**config.mk**
```make
export PLATFORM = sky130hd
export DESIGN_NAME = mbx_inbound_fifo
export DESIGN_NICKNAME = d
export VERILOG_FILES = /design/src/rtl/mbx_pkg.sv /design/src/rtl/mbx_ptr_ctrl.sv /design/src/rtl/mbx_store.sv /design/src/rtl/mbx_irq_ctrl.sv /design/src/rtl/mbx_inbound_fifo.sv
export SDC_FILE = /design/constraint.sdc
export NUM_CORES = 1
export LEC_CHECK = 0
export BUFFER_PORTS_ARGS = -buffer_cell sky130_fd_sc_hd__buf_2
export CORE_UTILIZATION = 45
export DETAILED_ROUTE_END_ITERATION = 16
export GPL_TIMING_DRIVEN = 0
export MAX_ROUTING_LAYER = met4
export RECOVER_POWER = 50
export SYNTH_ARGS = -nofsm -noshare
export SYNTH_HDL_FRONTEND = slang
export SYNTH_SLANG_ARGS = --single-unit
```
**constraint.sdc**
```tcl
create_clock -name clk -period 6.8 [get_ports clk]
set_clock_uncertainty 0.15 [all_clocks]
set_input_delay 0.68 -clock clk [delete_from_list [all_inputs] [get_ports clk]]
set_output_delay 0.68 -clock clk [all_outputs]
set_load 0.02 [all_outputs]
```
**src/rtl/mbx_pkg.sv**
```systemverilog
package mbx_pkg;

  localparam int unsigned REG_W     = 32;
  localparam int unsigned PAYLOAD_W = 64;
  localparam int unsigned MASK_W    = 5;
  localparam int unsigned IDX_FLD_W = 8;

  // Register offsets decoded by software; these values are behaviour.
  localparam logic [5:0] OFS_CHAN   = 6'h00;
  localparam logic [5:0] OFS_LO     = 6'h04;
  localparam logic [5:0] OFS_HI     = 6'h08;
  localparam logic [5:0] OFS_POP    = 6'h0C;
  localparam logic [5:0] OFS_CTRL   = 6'h10;
  localparam logic [5:0] OFS_STAT   = 6'h14;
  localparam logic [5:0] OFS_PEND   = 6'h18;
  localparam logic [5:0] OFS_MASK   = 6'h1C;
  localparam logic [5:0] OFS_DEPTH  = 6'h24;

  localparam int unsigned STAT_FULL_BIT = 2;

  typedef struct packed {
    logic [31:0] hi;
    logic [31:0] lo;
  } mbx_payload_t;

  // Occupancy as software would derive it from the raw indices.
  function automatic logic [8:0] fill_level(input logic [7:0] rd,
                                            input logic [7:0] wr,
                                            input logic       full,
                                            input logic [8:0] depth);
    logic [8:0] lvl;
    if (rd == wr)     lvl = full ? depth : 9'd0;
    else if (wr > rd) lvl = {1'b0, wr} - {1'b0, rd};
    else              lvl = depth - {1'b0, rd} + {1'b0, wr};
    return lvl;
  endfunction

  // Status word: read index high byte, write index next byte, full flag.
  function automatic logic [REG_W-1:0] pack_status(input logic [7:0] rd,
                                                   input logic [7:0] wr,
                                                   input logic       full);
    logic [REG_W-1:0] w;
    w = '0;
    w[31:24] = rd;
    w[23:16] = wr;
    w[STAT_FULL_BIT] = full;
    return w;
  endfunction

endpackage

```
**src/rtl/mbx_ptr_ctrl.sv**
```systemverilog
module mbx_ptr_ctrl #(
  parameter int unsigned DEPTH = 8,
  parameter int unsigned PTR_W = 3
) (
  input  logic             clk,
  input  logic             rst_n,
  input  logic             push_req,
  input  logic             pop_req,
  input  logic             flush,
  output logic             do_push,
  output logic             do_pop,
  output logic [PTR_W-1:0] wr_ptr,
  output logic [PTR_W-1:0] rd_ptr,
  output logic             full,
  output logic             empty
);
  import mbx_pkg::*;

  localparam logic [PTR_W-1:0] LAST = PTR_W'(DEPTH - 1);

  function automatic logic [PTR_W-1:0] step(input logic [PTR_W-1:0] p);
    return (p == LAST) ? '0 : p + 1'b1;
  endfunction

  logic [PTR_W-1:0] wr_nxt, rd_nxt;
  logic             full_nxt;
  logic [8:0]       level;

  assign empty   = (rd_ptr == wr_ptr) && !full;
  assign do_push = push_req && !full && !flush;
  assign do_pop  = pop_req && !empty && !flush;

  always_comb begin
    wr_nxt   = do_push ? step(wr_ptr) : wr_ptr;
    rd_nxt   = do_pop  ? step(rd_ptr) : rd_ptr;
    full_nxt = full;
    if (do_push && !do_pop)      full_nxt = (step(wr_ptr) == rd_ptr);
    else if (do_pop && !do_push) full_nxt = 1'b0;
  end

  always_ff @(posedge clk or negedge rst_n) begin
    if (!rst_n) begin
      wr_ptr <= '0;
      rd_ptr <= '0;
      full   <= 1'b0;
    end else if (flush) begin
      wr_ptr <= '0;
      rd_ptr <= '0;
      full   <= 1'b0;
    end else begin
      wr_ptr <= wr_nxt;
      rd_ptr <= rd_nxt;
      full   <= full_nxt;
    end
  end

  assign level = fill_level(8'(rd_ptr), 8'(wr_ptr), full, 9'(DEPTH));

  p_no_overflow_r3: assert property (@(posedge clk) disable iff (!rst_n)
    (full && push_req && !flush) |=> $stable(wr_ptr));
  p_pop_empty_r4: assert property (@(posedge clk) disable iff (!rst_n)
    (empty && pop_req && !flush) |=> $stable(rd_ptr));
  p_full_eq_r6: assert property (@(posedge clk) disable iff (!rst_n)
    full |-> (rd_ptr == wr_ptr));
  p_flush_r8: assert property (@(posedge clk) disable iff (!rst_n)
    flush |=> (wr_ptr == '0 && rd_ptr == '0 && !full));
  p_level_bound_r12: assert property (@(posedge clk) disable iff (!rst_n)
    level <= 9'(DEPTH));
  p_both_keep_level_r12: assert property (@(posedge clk) disable iff (!rst_n)
    (do_push && do_pop) |=> $stable(level));

endmodule

```
**src/rtl/mbx_store.sv**
```systemverilog
module mbx_store #(
  parameter int unsigned DEPTH   = 8,
  parameter int unsigned PTR_W   = 3,
  parameter int unsigned ENTRY_W = 72
) (
  input  logic               clk,
  input  logic               rst_n,
  input  logic               wr_en,
  input  logic [PTR_W-1:0]   wr_idx,
  input  logic [ENTRY_W-1:0] wr_entry,
  input  logic [PTR_W-1:0]   rd_idx,
  output logic [ENTRY_W-1:0] rd_entry
);

  logic [ENTRY_W-1:0] slot [DEPTH];

  for (genvar g = 0; g < DEPTH; g++) begin : g_slot
    always_ff @(posedge clk or negedge rst_n) begin
      if (!rst_n)                                    slot[g] <= '0;
      else if (wr_en && wr_idx == PTR_W'(g))         slot[g] <= wr_entry;
    end
  end

  always_comb begin
    rd_entry = '0;
    for (int i = 0; i < DEPTH; i++)
      if (rd_idx == PTR_W'(i)) rd_entry = slot[i];
  end

endmodule

```
**src/rtl/mbx_irq_ctrl.sv**
```systemverilog
module mbx_irq_ctrl #(
  parameter int unsigned MASK_W = 5
) (
  input  logic              clk,
  input  logic              rst_n,
  input  logic              mask_we,
  input  logic [MASK_W-1:0] mask_wdata,
  input  logic              clr_req,
  input  logic              flush,
  input  logic              has_data,
  output logic [MASK_W-1:0] mask_q,
  output logic              pend_q,
  output logic              irq
);

  logic src_live;

  assign src_live = has_data && !mask_q[0];

  always_ff @(posedge clk or negedge rst_n) begin
    if (!rst_n) begin
      mask_q <= '1;
      pend_q <= 1'b0;
    end else begin
      if (mask_we) mask_q <= mask_wdata;
      if (flush)         pend_q <= 1'b0;
      else if (src_live) pend_q <= 1'b1;
      else if (clr_req)  pend_q <= 1'b0;
    end
  end

  assign irq = pend_q && !mask_q[0];

  p_pend_set_r10: assert property (@(posedge clk) disable iff (!rst_n)
    (has_data && !mask_q[0] && !flush) |=> pend_q);
  p_clear_works_r11: assert property (@(posedge clk) disable iff (!rst_n)
    (pend_q && clr_req && !has_data && !flush) |=> !pend_q);
  p_flush_pend_r8: assert property (@(posedge clk) disable iff (!rst_n)
    flush |=> !pend_q);

endmodule

```
**src/rtl/mbx_inbound_fifo.sv**
```systemverilog
module mbx_inbound_fifo #(
  parameter int unsigned DEPTH  = 8,
  parameter int unsigned CHAN_W = 8,
  parameter int unsigned ADDR_W = 6
) (
  input  logic              clk,
  input  logic              rst_n,
  input  logic              push_valid,
  input  logic [CHAN_W-1:0] push_chan,
  input  logic [63:0]       push_payload,
  input  logic [ADDR_W-1:0] reg_addr,
  input  logic              reg_wen,
  input  logic [31:0]       reg_wdata,
  output logic [31:0]       reg_rdata,
  output logic              irq
);
  import mbx_pkg::*;

  localparam int unsigned PTR_W   = (DEPTH > 1) ? $clog2(DEPTH) : 1;
  localparam int unsigned ENTRY_W = CHAN_W + PAYLOAD_W;

  if (DEPTH < 2 || DEPTH > 256) begin : g_bad_depth
    $error("DEPTH must lie in 2..256");
  end
  if (ADDR_W != 6) begin : g_bad_addr
    $error("ADDR_W must be 6");
  end

  logic             wr_pop, wr_flush, wr_clr, wr_mask;
  logic             do_push, do_pop, full, empty;
  logic [PTR_W-1:0] wr_ptr, rd_ptr;
  logic [ENTRY_W-1:0] head, new_entry;
  logic [MASK_W-1:0]  mask_q;
  logic               pend_q;
  logic [CHAN_W-1:0]  head_chan;
  mbx_payload_t       head_pl;

  // Register write decode.
  assign wr_pop   = reg_wen && reg_addr == OFS_POP  && reg_wdata[0];
  assign wr_flush = reg_wen && reg_addr == OFS_CTRL && reg_wdata == '0;
  assign wr_clr   = reg_wen && reg_addr == OFS_PEND && reg_wdata[0];
  assign wr_mask  = reg_wen && reg_addr == OFS_MASK;

  assign new_entry = {push_chan, push_payload};

  mbx_ptr_ctrl #(.DEPTH(DEPTH), .PTR_W(PTR_W)) u_ptr (
    .clk      (clk),
    .rst_n    (rst_n),
    .push_req (push_valid),
    .pop_req  (wr_pop),
    .flush    (wr_flush),
    .do_push  (do_push),
    .do_pop   (do_pop),
    .wr_ptr   (wr_ptr),
    .rd_ptr   (rd_ptr),
    .full     (full),
    .empty    (empty)
  );

  mbx_store #(.DEPTH(DEPTH), .PTR_W(PTR_W), .ENTRY_W(ENTRY_W)) u_store (
    .clk      (clk),
    .rst_n    (rst_n),
    .wr_en    (do_push),
    .wr_idx   (wr_ptr),
    .wr_entry (new_entry),
    .rd_idx   (rd_ptr),
    .rd_entry (head)
  );

  mbx_irq_ctrl #(.MASK_W(MASK_W)) u_irq (
    .clk        (clk),
    .rst_n      (rst_n),
    .mask_we    (wr_mask),
    .mask_wdata (reg_wdata[MASK_W-1:0]),
    .clr_req    (wr_clr),
    .flush      (wr_flush),
    .has_data   (!empty),
    .mask_q     (mask_q),
    .pend_q     (pend_q),
    .irq        (irq)
  );

  assign head_chan = empty ? '0 : head[ENTRY_W-1 -: CHAN_W];
  assign head_pl   = empty ? '0 : mbx_payload_t'(head[PAYLOAD_W-1:0]);

  always_comb begin
    unique case (reg_addr)
      OFS_CHAN:  reg_rdata = 32'(head_chan);
      OFS_LO:    reg_rdata = head_pl.lo;
      OFS_HI:    reg_rdata = head_pl.hi;
      OFS_STAT:  reg_rdata = pack_status(8'(rd_ptr), 8'(wr_ptr), full);
      OFS_PEND:  reg_rdata = {31'd0, pend_q};
      OFS_MASK:  reg_rdata = 32'(mask_q);
      OFS_DEPTH: reg_rdata = 32'(DEPTH - 1);
      default:   reg_rdata = '0;
    endcase
  end

  p_empty_reads_zero_r2: assert property (@(posedge clk) disable iff (!rst_n)
    (empty && reg_addr == OFS_CHAN) |-> (reg_rdata == '0));
  p_irq_only_with_pend_r10: assert property (@(posedge clk) disable iff (!rst_n)
    irq |-> (pend_q && !mask_q[0]));

endmodule

```
## Word-level counts from Yosys, hierarchy flattened

Cells that the tools add are included.

- Output and inout bits: 33
- Input bits: 114
- Word-level logic and storage cells: 100
- Flip-flop bits (word level): 589

- Equality and inequality tests: 24
- Multiplexer cells: 23
- Add/subtract/negate cells: 2
- Reduce and logical (&&, ||, !) cells: 38

Operators with widths:

| operator | number |
|---|---|
| 72-bit 2-to-1 mux | 8 |
| 32-bit case mux with 7 select lines | 1 |
| 64-bit 2-to-1 mux | 1 |
| 32-bit logical NOT | 1 |
| 3-bit equality test (second input constant) | 8 |
| 6-bit by 5-bit equality test with 1-bit output (second input constant) | 4 |
| 1-bit logical AND | 24 |
| 3-bit 2-to-1 mux | 6 |
| 3-bit by 2-bit equality test with 1-bit output (second input constant) | 4 |
| 6-bit by 4-bit equality test with 1-bit output (second input constant) | 2 |
| 8-bit 2-to-1 mux | 1 |
| 3-bit by 1-bit adder with 3-bit output (second input constant) | 2 |
| 3-bit by 1-bit equality test with 1-bit output (second input constant) | 2 |
| 3-bit equality test | 2 |
| 6-bit by 3-bit equality test with 1-bit output (second input constant) | 1 |
| 6-bit equality test (second input constant) | 1 |
| 1-bit logical NOT | 6 |
| 3-bit logical NOT | 2 |
| 6-bit logical NOT | 1 |
| 1-bit 2-to-1 mux | 6 |
| 3-bit nonzero test | 2 |
| 2-bit nonzero test | 2 |

## Longest topological paths before layout

Gate-level depths: netlist (run 1).

- Depth after elaboration: 11
- Gate-level depth with buffers: 12
- Depth with buffers taken out: 9

## Cells and area by module

A second synthesis (run 1) with hierarchy kept.

- Cell total of the unflattened synthesis: 1704
- Area total of the unflattened synthesis: 27505.1 um2

By module, submodules not included:

| module | area an instance (um2) | times used | cells each | seq. area each (um2) |
|---|---|---|---|---|
| mbx_store | 25694.6 | 1 | 1492 | 14413.8 |
| mbx_inbound_fifo | 1137.3 | 1 | 157 | 0.0 |
| mbx_ptr_ctrl | 436.7 | 1 | 40 | 175.2 |
| mbx_irq_ctrl | 236.5 | 1 | 15 | 156.4 |

## Worst setup path before layout (run 1)

OpenSTA, ideal clock, no wires.

- Path kind: register to output
- Start: reg u_ptr.rd_ptr[2]
- End: out reg_rdata[10]
- Data required time: 5.970 ns
- Slack: 2.921 ns
- Arrival: 3.049 ns
- Cell stages (with the launch flop): 13
- Buffers on the path: 6
- Cells stage by stage: dfrtp_1 > clkbuf_1 > inv_1 > clkbuf_1 > ha_1 > buf_2 > buf_2 > clkbuf_1 > buf_1 > a21oi_1 > a21oi_1 > o221ai_1 > a221oi_1

- Cells in the longest elaborated chain, start to end: 11
- Elaborated cells between the ends (all ways): 20
- Classes of those cells: eq/ne (8); mux (10); reduce/logical (2)

RTL lines:

| item | line | source |
|---|---|---|
| start: declaration | mbx_ptr_ctrl.sv:13 | `output logic [PTR_W-1:0] rd_ptr,` |
| start signal: assignment | mbx_ptr_ctrl.sv:52 | `rd_ptr <= rd_nxt;` |
| 3-bit logical NOT | mbx_store.sv:27 | `if (rd_idx == PTR_W'(i)) rd_entry = slot[i];` |
| 72-bit 2-to-1 mux (8 in series) | mbx_store.sv:27 |  |
| 64-bit 2-to-1 mux * | mbx_inbound_fifo.sv:84 | `assign head_pl = empty ? '0 : mbx_payload_t'(head[PAYLOAD_W-1:0]);` |
| 32-bit case mux with 7 select lines * | mbx_inbound_fifo.sv:87 | `unique case (reg_addr)` |
| end: declaration | mbx_inbound_fifo.sv:14 | `output logic [31:0] reg_rdata,` |

Every way passes the cells marked *; elsewhere a longest branch is shown, timed or not.

## Worst setup path after layout (run 1)

- Start: reg u_ptr.rd_ptr[2]
- End: out reg_rdata[31]

Same word-level chain as after synthesis.

==> impl_results.md, run 1 <==
- Ys async rst share: 100%
- CTS tree: done
- Failing checks: max-capacitance violations, max-slew violations
- Multi-input combinational cell area: 0.0125 mm2
- Synth area leaders: dfrtp_1 (51%), mux2_2 (20%), mux2_4 (3.7%)
- Post-synth top area cell: dfrtp_1
- Drt first pass iters: 5
- CTS H-Tree Depth: 3
- Layout cells sized above 1: 34.6%
- CTS Buf Count: 68
- Mapped Avg Cell Area: 12.6 um2
- Final period util: 94.9%
- Core Footprint: 0.0622 mm2
- Path type of the worst setup path: flop to output pin
- WL final: 109000 um
- Sequential area share after synthesis: 51.7%
- Total gr overflow: 0
- Simple-gate area share of the yosys netlist: 5.86%
- Primary FF master, synth: dfrtp_1
- Layout Utilization: 52.0%
- Syn Std Cell Area: 0.0285 mm2
- Worst hold slack: 182 ps
- Area share of fa/ha/maj cells after synthesis: 0.571%
- Post-DP HPWL: 75400 um
- Hold Fails Final Rpt: 0
- Worst Tran Pin Value: 3590 ps
- Worst skew pair latency: 610 ps
- Count of pins over their slew limit: 225
- Initial antenna violation count: 13
- Die area: 0.0643 mm2
- Synth top cells by count: dfrtp_1 (584), mux2_2 (511), nand2_1 (135)
- Xor/xnor share of the synthesized area: 0.184%
- Final setup fails: 0
- YS warnings: 0
- Placed insts: 3250
- Post-Syn Nets: 2390
- CTS Root Cell: clkbuf_16
- First-pass GRT wire length: 156000 um
- Starting DRT DRC Count: 2145
- Fin cells: 3380
- Pwr Total: 14.1 mW
- Leakage: 13.6 nW
- Cell count after synthesis: 2263
- Worst vdd ir: 0.232 mV
- CP max FO: 10
- DRC viols: 0
- Routed Antenna Nets: 0
- Worst Setup Start Kind: flop
- Synth-to-layout area growth: 13.3%
- Clock transition at the registers of the reported paths: 60 ps
- Post-synthesis register bit count: 589
- Register area: 0.0147 mm2
- Via count: 21.6k
- Port Buffer Count: 143
- Crit path DAT: 5620 ps
- Pin count of the biggest net entering global routing: 114
- RSZ-0062 raised after global routing: false
- Drt wl/cell: 32.2 um
- HP Class: input pin to flop
- Cell with the most instances after synthesis: dfrtp_1
- CTS sink cnt: 589
- Vias in the first global route: 21.6k
- Die height: 254 um
- CP required: 5970 ps
- Worst relative slew slack: -139%
- Status: finished, violations left
- Min Tclk post-route: 6450 ps
- Synth Area in Compound Gates: 14.1%
- Post-synth top area share: 51.3%
- Largest family of logic cells by synthesized area: multiplexers
- Final layout net count: 2610
- Initial Util: 45.8%
- Layout fillers: 5512
- Vias per cell: 6.40
- Fin Setup TNS: 0 ps
- CTS max path bufs: 3
- R2R Setup Slk: 1800 ps
- I/O pin cnt: 147
- Fmax: 155 MHz
- Cell Rows: 91
- Number of synthesized flops with an enable pin: 0
- Die X: 254 um
- GP Congestion: 0.970
- Crit end category: output pin
- GRT Total Usage: 35.3%
- Count of cell types in the netlist: 74
- Postcts setup bufs: 0
- Pwr per Cell Area: 436 mW/mm2
- Max Cap Viol: 8
- Mux cell area share after synthesis: 23.9%
cells by family (layout without fill, tap and decap cells):
group	Yosys count	count (layout)
AO/OA/AOI/OAI	557	557
XOR/XNOR	6	6
adder cells (fa/ha/maj)	13	13
buffers and inverters	208	480
flip-flops	589	589
multiplexers	583	583
other	0	8
AND/OR/NAND/NOR	307	307
area by class of cell:
cell class              count  share of cell area, %
flip-flops and latches    589                   45.7
multi-input cells        1466                   38.9
clock buffers             103                   6.12
well taps                 837                   3.24
repair buffers            151                   2.65
plain buffers             188                   2.49
clock inverters            19                  0.697
inverters                  19                  0.221
diodes                      8                 0.0620
sequential cells by signal (all words and copies together), names as in the netlist:
| register | flops |
|---|---|
| u_store.slot | 576 |
| u_irq.mask_q | 5 |
| u_ptr.rd_ptr | 3 |
| u_ptr.wr_ptr | 3 |
| u_irq.pend_q | 1 |
| u_ptr.full | 1 |
through the flow:
stage / setup slack, ps / instance area (um2)
global route: 295 / 32300
global placement: -7300 / 30300
floorplan: 2920 / 28500
CTS: 46.9 / 32700
detailed placement: 476 / 30400
finish: 345 / 32300
where the power goes:
part           internal [mW]  switching [mW]  total, mW
clock                   2.17            1.52       3.69
combinational           2.21            1.85       4.06
sequential              5.25            1.07       6.32
total                   9.62            4.44       14.1
path summary, 6_finish.rpt:
| path | cells after the start | start | end |
|---|---|---|---|
| worst min register to register | 1 | u_store.slot[341]$_DFFE_PN0P_ | u_store.slot[341]$_DFFE_PN0P_ |
| worst max register to register | 6 | u_ptr.wr_ptr[0]$_DFFE_PN0P_ | u_store.slot[540]$_DFFE_PN0P_ |
| min in group asynchronous | 2 | rst_n | u_store.slot[433]$_DFFE_PN0P_ |
| worst max-delay path | 12 | u_ptr.rd_ptr[2]$_DFFE_PN0P_ | reg_rdata[31] |
| worst min-delay path | 2 | reg_wdata[3] | u_irq.mask_q[3]$_DFFE_PN1P_ |
| max in group asynchronous | 5 | rst_n | u_store.slot[564]$_DFFE_PN0P_ |
per-layer routing:
metal	global-route usage (%)	up-vias	part of all wire, %
li1	-	8956	-
met1	48.3	11400	43
met3	9.69	230	10
met4	12.5	0	3.5
met2	50.0	1043	43
met5	-	-	0
critical path, cell delays in order, from the launching register on:
cell	delay (ps)
dfrtp_1	480
clkbuf_1	470
inv_1	300
clkbuf_1	400
ha_1	320
buf_2	190
clkinv_1	330
clkbuf_1	790
o21ai_0	210
a21oi_1	310
o221ai_1	300
a221oi_1	620
buf_2	270
repair_timing:
item / CTS / global route
pin swaps: 0 / 0
resized for setup: 2 / 2
hold buffers: 1 / 0
cloned: 0 / 0
setup endpoints to repair: 1 / 2
endpoints found under the hold margin: 57 / 0
cell usage in the layout (no fill, tap or decap), drive strengths merged, types with 11 or more instances in the layout:
cell type / Yosys / routed
a221oi: 44 / 44
ha: 13 / 13
a32oi: 14 / 14
clkbuf: 101 / 234
nand3b: 55 / 55
nand2: 135 / 135
nand3: 12 / 12
clkinv: 2 / 13
o211ai: 18 / 18
a31oi: 11 / 11
mux2: 581 / 581
a221o: 42 / 42
inv: 17 / 21
o22ai: 22 / 22
nand2b: 21 / 21
o221ai: 29 / 29
buf: 88 / 206
nor2: 24 / 24
o21ai: 88 / 88
a22oi: 29 / 29
a21o: 39 / 39
a21oi: 115 / 115
o221a: 26 / 26
dfrtp: 584 / 584
nor4: 12 / 12
No activity file was read; power rests on OpenSTA's default activity.
==> inputs of run 2 (changes only) <==
ABC_CLOCK_PERIOD_IN_PS = 6800   (was not set)
CTS_BUF_LIST = sky130_fd_sc_hd__clkbuf_4 sky130_fd_sc_hd__clkbuf_8 sky130_fd_sc_hd__clkbuf_16   (was not set)
==> run 2 against run 1 <==
The run still ends with max-capacitance violations, max-slew violations left. Final cell count hardly changed. Clock power rose by 3%. Power grew 0.73%. Sequential power about the same. Global-route usage about the same. Routed wire length is 0.11% higher. First-iteration DRC count increased by 8.8%. Non-clock buffer count unchanged. Setup slack got worse by 42 ps. Via count increased by 0.36%. Hold slack got worse by 3.4 ps. Utilization is 0.16 points higher.
==> impl_results.md, run 2 (synthesis gave the netlist of run 1 again) <==
- Status: finished, violations left
- Failing checks: max-capacitance violations, max-slew violations
- RSZ-0062 raised after global routing: false
- CTS sink cnt: 589 (unchanged)
- Slowest cell delay on critical path: 790 ps (about the same)
- CTS max path bufs: 3 (unchanged)
- Bufs and invs on worst path: 7 (unchanged)
- Worst Hold Depth: 2 (unchanged)
- Worst Setup Start Kind: flop
- Worst vdd ir: 0.234 mV (+0.57%)
- Most frequent cells in the layout: dfrtp_1 (584), mux2_2 (509), buf_2 (178)
- Worst relative slew slack: -138% (+1.3 points)
- Die area: 0.0643 mm2 (unchanged)
- Fmax: 154 MHz (-0.65%)
- Starting DRT DRC Count: 2334 (+8.8%)
- Total gr overflow: 0 (unchanged)
- Synth-to-layout area growth: 13.7%
- Drt first pass iters: 6 (+1)
- First-pass GRT wire length: 156000 um (unchanged)
- Reg2reg path depth: 6 (unchanged)
- Vias per cell: 6.42 (+0.27%)
- Max Cap Viol: 7 (-1)
- HP Class: input pin to flop
- GRT Total Usage: 35.3% (about the same)
- WL final: 109000 um (+0.11%)
- Core Footprint: 0.0622 mm2 (unchanged)
- Post-DP HPWL: 75400 um (unchanged)
- Postcts setup bufs: 0 (unchanged)
- Die X: 254 um (unchanged)
- Crit end category: output pin
- CTS H-Tree Depth: 3 (unchanged)
- Port Buffer Count: 143 (unchanged)
- Origin of the critical flop-to-flop path: u_ptr.wr_ptr[0]$_DFFE_PN0P_
- Cell Rows: 91 (unchanged)
- CTS Root Cell: clkbuf_16
- Crit path DAT: 5670 ps (+50 ps)
- Initial Util: 45.8% (unchanged)
- Layout fillers: 5497 (-0.27%)
- Launch point of the worst hold path: reg_wdata[3]
- Pin count of the biggest net entering global routing: 114 (unchanged)
- Min Tclk post-route: 6500 ps (+42.3 ps)
- Layout cells sized above 1: 35.6% (+1.0 points)
- Die height: 254 um (unchanged)
- Via count: 21.7k (+0.36%)
- Drt wl/cell: 32.2 um (about the same)
- CTS Buf Count: 68 (unchanged)
- Vias in the first global route: 21.6k (-0.16%)
- Count of pins over their slew limit: 215 (-4.4%)
- CP max-delay cell: clkbuf_1
- Hold Path Sink: u_irq.mask_q[3]$_DFFE_PN1P_
- I/O pin cnt: 147 (unchanged)
- Largest regs: u_store.slot (576), u_irq.mask_q (5)
- Routed Antenna Nets: 0 (unchanged)
- RR Endpoint: u_store.slot[538]$_DFFE_PN0P_
- DRC viols: 0 (unchanged)
- Initial antenna violation count: 13 (unchanged)
- Worst skew pair latency: 610 ps (about the same)
- Hold Fails Final Rpt: 0 (unchanged)
- CP max FO: 10 (unchanged)
- Setup crit start: u_ptr.rd_ptr[2]$_DFFE_PN0P_
- Path type of the worst setup path: flop to output pin
- Final layout net count: 2610 (unchanged)
- Final period util: 95.5% (+0.62 points)
- Top reg by flops: u_store.slot
- CTS tree: done
- Fin Setup TNS: 0 ps (unchanged)
- R2R Setup Slk: 1860 ps (+60 ps)
- Worst slack at placement: 476 ps (unchanged)
- Clock transition at the registers of the reported paths: 60 ps (about the same)
- CP Cell Sequence: clkbuf_1 -> inv_1 -> clkbuf_1 -> ha_1 -> buf_2 -> clkinv_1 -> clkbuf_1 -> o21ai_0 -> a21oi_1 -> o221ai_1 -> a221oi_1 -> buf_2
- Final setup fails: 0 (unchanged)
- Commonest non-fill, non-tap cell in the layout: dfrtp_1
- Leakage: 13.7 nW (+0.65%)
- CP most frequent cell: clkbuf_1
- Worst Tran Pin Value: 3570 ps (-19.2 ps)
- Crit path max-delay family: buffers and inverters
- GP Congestion: 0.970 (unchanged)
- Pwr per Cell Area: 437 mW/mm2 (+0.42%)
- CP required: 5970 ps (about the same)
- Max FFs per register: 576 (unchanged)
- Worst setup margin: 303 ps (-42.3 ps)
[run 2: cell count changes in the layout (fill, tap and decap cells not counted)]
cell | previous run | this run
clkbuf_1 | 152 | 129
clkbuf_4 | 1 | 24
diode_2 | 8 | 11
mux2_1 | 37 | 34
mux2_4 | 36 | 38
mux2_2 | 508 | 509
[run 2: how the worst max path moves through the flow]
stage / depth (start not counted) / end
global route: 12 / reg_rdata[1]
floorplan: 12 / reg_rdata[10]
CTS: 13 / reg_rdata[31]
global placement: 1 / u_store.slot[196]$_DFFE_PN0P_
finish: 12 / reg_rdata[31]
detailed placement: 13 / reg_rdata[31]
[run 2: cell type report]
cell class / instances / area, um2 / area share, %
clock buffer: 103 / 2060 / 6.36
multi-input combinational: 1466 / 12600 / 38.8
tap: 837 / 1050 / 3.23
buffer: 188 / 806 / 2.49
timing repair buffer: 151 / 857 / 2.65
sequential: 589 / 14700 / 45.5
antenna: 11 / 27.5 / 0.0850
inverter: 19 / 71.3 / 0.220
clock inverter: 19 / 225 / 0.695
[run 2: metrics by stage]
step	area, um2	utilization, %	instances	hold slack (ps)	power (mW)
after floorplan	28500	-	2263	234	9.06
after global placement	30300	48.7	3243	333	10.2
after detailed placement	30400	49.0	3250	338	10.5
after CTS	32800	52.7	3373	162	14.2
after global routing	32400	52.1	3379	171	14.8
final	32400	52.1	3383	179	14.2
[run 2: timing repair]
| action | in CTS | in global routing |
|---|---|---|
| endpoints found under the hold margin | 57 | 0 |
| endpoints found under the setup margin | 1 | 2 |
| hold buffers | 1 | 0 |
| gates resized for setup | 2 | 2 |
[run 2: report_power, final]
part / internal (mW) / total (mW) / switching [mW] / leakage, nW
combinational: 2.21 / 4.07 / 1.86 / 5.43
sequential: 5.25 / 6.32 / 1.06 / 7.11
clock: 2.26 / 3.79 / 1.53 / 1.16
total: 9.72 / 14.2 / 4.45 / 13.7
[run 2: worst reg2reg max path: cells and delay by family (launching register included)]
kind / cells / cell delay [ps]
adder cells (fa/ha/maj): 1 / 160
buffers and inverters: 2 / 1020
flip-flops: 1 / 480
multiplexers: 1 / 410
AND/OR/NAND/NOR: 2 / 2600
[run 2: routing by layer]
metal  vias to the layer above  track usage (%)  wire [um]
li1                       8969                -          -
met4                         0             12.7       4000
met5                         -                -          0
met2                      1086             49.9      47400
met3                       216             9.34      10500
met1                     11400             48.6      47100
==> inputs of run 3 (changes only) <==
ABC_CLOCK_PERIOD_IN_PS = not set   (was 6800)
SYNTH_HIERARCHICAL = 1   (was not set)
clock period = 7.6 ns   (was 6.8 ns; I/O delays follow)
==> run 3 against run 2 <==
The run still ends with max-capacitance violations, max-slew violations left. Clock power decreased by 12%. Register-to-register slack improved by 1600 ps. Routed wire length decreased by 32%. Synthesized cell count decreased by 25%. Utilization increased by 0.26 points. Hold slack improved by 110 ps. Setup slack improved by 1200 ps. Largest power group unchanged. Highest routed layer unchanged.
==> impl_results.md, run 3 <==
- Via count: 16.1k (-26%)
- R2R Setup Slk: 3430 ps (+1570 ps)
- Drt first pass iters: 5 (-1)
- Post-DP HPWL: 49600 um (-34%)
- Clock power frac: 28.0% (+1.3 points)
- Fin Setup TNS: 0 ps (unchanged)
- Pin count of the biggest net entering global routing: 121 (+6.1%)
- CTS H-Tree Depth: 3 (unchanged)
- Largest family of logic cells by synthesized area: multiplexers
- Path type of the worst setup path: input pin to flop
- Cell with the most instances after synthesis: mux2_2
- Hold Fails Final Rpt: 0 (unchanged)
- Die area: 0.0621 mm2 (-3.5%)
- YS warnings: 6 (+6)
- Number of synthesized flops with an enable pin: 0 (unchanged)
- CP max FO: 10 (unchanged)
- Clock transition at the registers of the reported paths: 60 ps (about the same)
- HP Class: input pin to flop
- Starting DRT DRC Count: 979 (-58%)
- Final layout net count: 2041 (-22%)
- Die X: 249 um (-1.7%)
- Worst vdd ir: 0.160 mV (-31%)
- Cell count after synthesis: 1704 (-25%)
- Initial Util: 45.6% (-0.27 points)
- Min Tclk post-route: 6140 ps
- DRC viols: 0 (unchanged)
- Initial antenna violation count: 8 (-5)
- Fin cells: 2756 (-19%)
- Crit end category: flop
- Syn Std Cell Area: 0.0275 mm2 (-3.5%)
- Leakage: 13.7 nW (about the same)
- CP required: 7920 ps (+1950 ps)
- Worst relative slew slack: -92.5% (+46 points)
- Fin area: 0.0316 mm2 (-2.4%)
- Switch Pwr: 3.21 mW (-28%)
- Worst hold slack: 292 ps (+113 ps)
- Final period util: 80.8%
- GRT Total Usage: 25.2% (-10 points)
- Crit path DAT: 6460 ps (+790 ps)
- CP most frequent cell: clkbuf_1
- Xor/xnor share of the synthesized area: 0.191% (+0.0067 points)
- Status: finished, violations left
- First-pass GRT wire length: 113000 um (-28%)
- Max Cap Viol: 5 (-2)
- Mux cell area share after synthesis: 38.9% (+15 points)
- Pwr Total: 11.9 mW (-16%)
- Cell Rows: 90 (-1.1%)
- Post-Syn Nets: 1822 (-24%)
- Count of cell types in the netlist: 54 (-27%)
- Failing checks: max-capacitance violations, max-slew violations
- Max FFs per register: 576 (unchanged)
- Vias per cell: 5.83 (-9.1%)
- Synth-to-layout area growth: 14.9%
- I/O pin cnt: 147 (unchanged)
- Slowest cell delay on critical path: 1560 ps (+770 ps)
- Sequential power share: 44.5% (about the same)
- Layout cells sized above 1: 60.5% (+25 points)
- Final setup fails: 0 (unchanged)
- Mapped Avg Cell Area: 16.1 um2 (+28%)
- Worst skew pair latency: 590 ps (-20 ps)
- Worst Tran Pin Value: 2890 ps (-683 ps)
- Post-synth top area share: 53.1% (+1.9 points)
- Worst Setup Start Kind: input pin
- Core Footprint: 0.0604 mm2 (-2.9%)
- Die height: 249 um (-1.7%)
- CTS max path bufs: 3 (unchanged)
- CTS Root Cell: clkbuf_16
- Simple-gate area share of the yosys netlist: 2.59% (-3.3 points)
- Post-synth top area cell: dfrtp_1
- Synth Area in Compound Gates: 1.75% (-12 points)
- Sequential area share after synthesis: 53.6% (+1.9 points)
- Drt wl/cell: 26.8 um (-17%)
- Port Buffer Count: 144 (+0.70%)
- WL final: 73800 um (-32%)
- CTS Buf Count: 67 (-1.5%)
- Fmax: 163 MHz
- CP Cell Sequence: clkbuf_1 -> nor4b_1 -> nand4_1 -> nor3_1 -> clkbuf_1 -> nor2b_1 -> nand4b_1 -> clkbuf_1 -> buf_2 -> mux2_2
- Pwr per Cell Area: 377 mW/mm2 (-14%)
- Primary FF master, synth: dfrtp_1
- Internal: 8.72 mW (-10%)
- Comb power frac: 27.5% (-1.2 points)
- Ys async rst share: 100% (unchanged)
- Post-synthesis register bit count: 589 (unchanged)
- Routed Antenna Nets: 0 (unchanged)
- Synth area leaders: dfrtp_1 (53%), mux2_2 (26%), mux4_2 (12%)
- RSZ-0062 raised after global routing: false
- Largest regs: u_store/slot (576), u_irq/mask_q (5)
- Total gr overflow: 0 (unchanged)
- Placed insts: 2635 (-19%)
- Synth top cells by count: mux2_2 (640), dfrtp_1 (584), mux4_2 (143)
- Fraction of power spent switching nets: 26.9% (-4.5 points)
- Commonest non-fill, non-tap cell in the layout: mux2_2
- Vias in the first global route: 17.0k (-21%)
- CTS tree: done
- Top reg by flops: u_store/slot
- Most frequent cells in the layout: mux2_2 (640), dfrtp_1 (584), buf_2 (221)
- CP max-delay cell: nor4b_1
- Placed Instance Area: 0.0294 mm2 (-3.6%)
- CTS sink cnt: 589 (unchanged)
- GP Congestion: 0.854 (-12%)
- Count of pins over their slew limit: 260 (+21%)
- Area share of fa/ha/maj cells after synthesis: 0.182% (-0.39 points)
==> run 3: per-stage QoR <==
stage | util [%] | setup WS (ps)
5_1_grt | 52.4 | 1170
4_1_cts | 52.5 | 2530
2_1_floorplan | - | 4450
6_report | 52.4 | 1460
3_3_place_gp | 48.4 | -6320
3_5_place_dp | 48.6 | 1940
==> run 3: repair_timing <==
item	in CTS	in global routing
hold buffers	1	0
setup buffers	0	0
gates resized for setup	0	0
endpoints found under the hold margin	49	0
==> run 3: cell families after synthesis <==
group	count (synthesis)
mux	809
buf+inv	128
simple gates	114
fa+ha+maj	4
flops	589
xor+xnor	6
compound gates	54
==> run 3: final timing paths <==
| path | start | to | depth (start not counted) |
|---|---|---|---|
| worst min-delay path | reg_wdata[4] | u_irq/mask_q[4]$_DFFE_PN1P_ | 2 |
| worst min register to register | u_store/slot[556]$_DFFE_PN0P_ | u_store/slot[556]$_DFFE_PN0P_ | 1 |
| worst max-delay path | reg_addr[4] | u_store/slot[322]$_DFFE_PN0P_ | 10 |
| max in group asynchronous | rst_n | u_store/slot[573]$_DFFE_PN0P_ | 5 |
| worst max register to register | u_ptr/full$_DFFE_PN0P_ | u_store/slot[277]$_DFFE_PN0P_ | 6 |
| min in group asynchronous | rst_n | u_store/slot[44]$_DFFE_PN0P_ | 2 |
==> run 3: power by group through the flow <==
| stage | clock network, mW | registers, mW | logic (mW) |
|---|---|---|---|
| floorplan | 0 | 5.09 | 2.53 |
| global placement | 0 | 5.26 | 3.19 |
| detailed placement | 0 | 5.34 | 3.31 |
| CTS | 3.42 | 5.30 | 3.33 |
| global route | 3.55 | 5.50 | 3.52 |
| finish | 3.34 | 5.31 | 3.28 |
==> run 3: metal layers <==
| layer | up-vias | routed length, um | share of wire (%) | track usage [%] |
|---|---|---|---|---|
| li1 | 6893 | - | - | - |
| met1 | 8660 | 33300 | 45 | 34.8 |
| met2 | 406 | 34900 | 47 | 38.3 |
| met3 | 107 | 4110 | 5.6 | 4.92 |
| met4 | 0 | 1540 | 2.1 | 6.31 |
| met5 | - | 0 | 0 | - |
==> run 3: cell type report <==
type                    instances  area [um2]
multi-input cells             987       12000
repair buffers                150         823
plain buffers                 125         748
well taps                     782         978
clock buffers                 102        2110
fillers                      5069       28700
diodes                          5        12.5
inverters                       3        11.3
clock inverters                13         198
flip-flops and latches        589       14700
==> run 3: worst max-delay path, delay by kind of cell <==
| family | cells | cell delay (ps) |
|---|---|---|
| and+or+nand+nor | 5 | 3430 |
| buffers and inverters | 4 | 1850 |
| muxes | 1 | 380 |
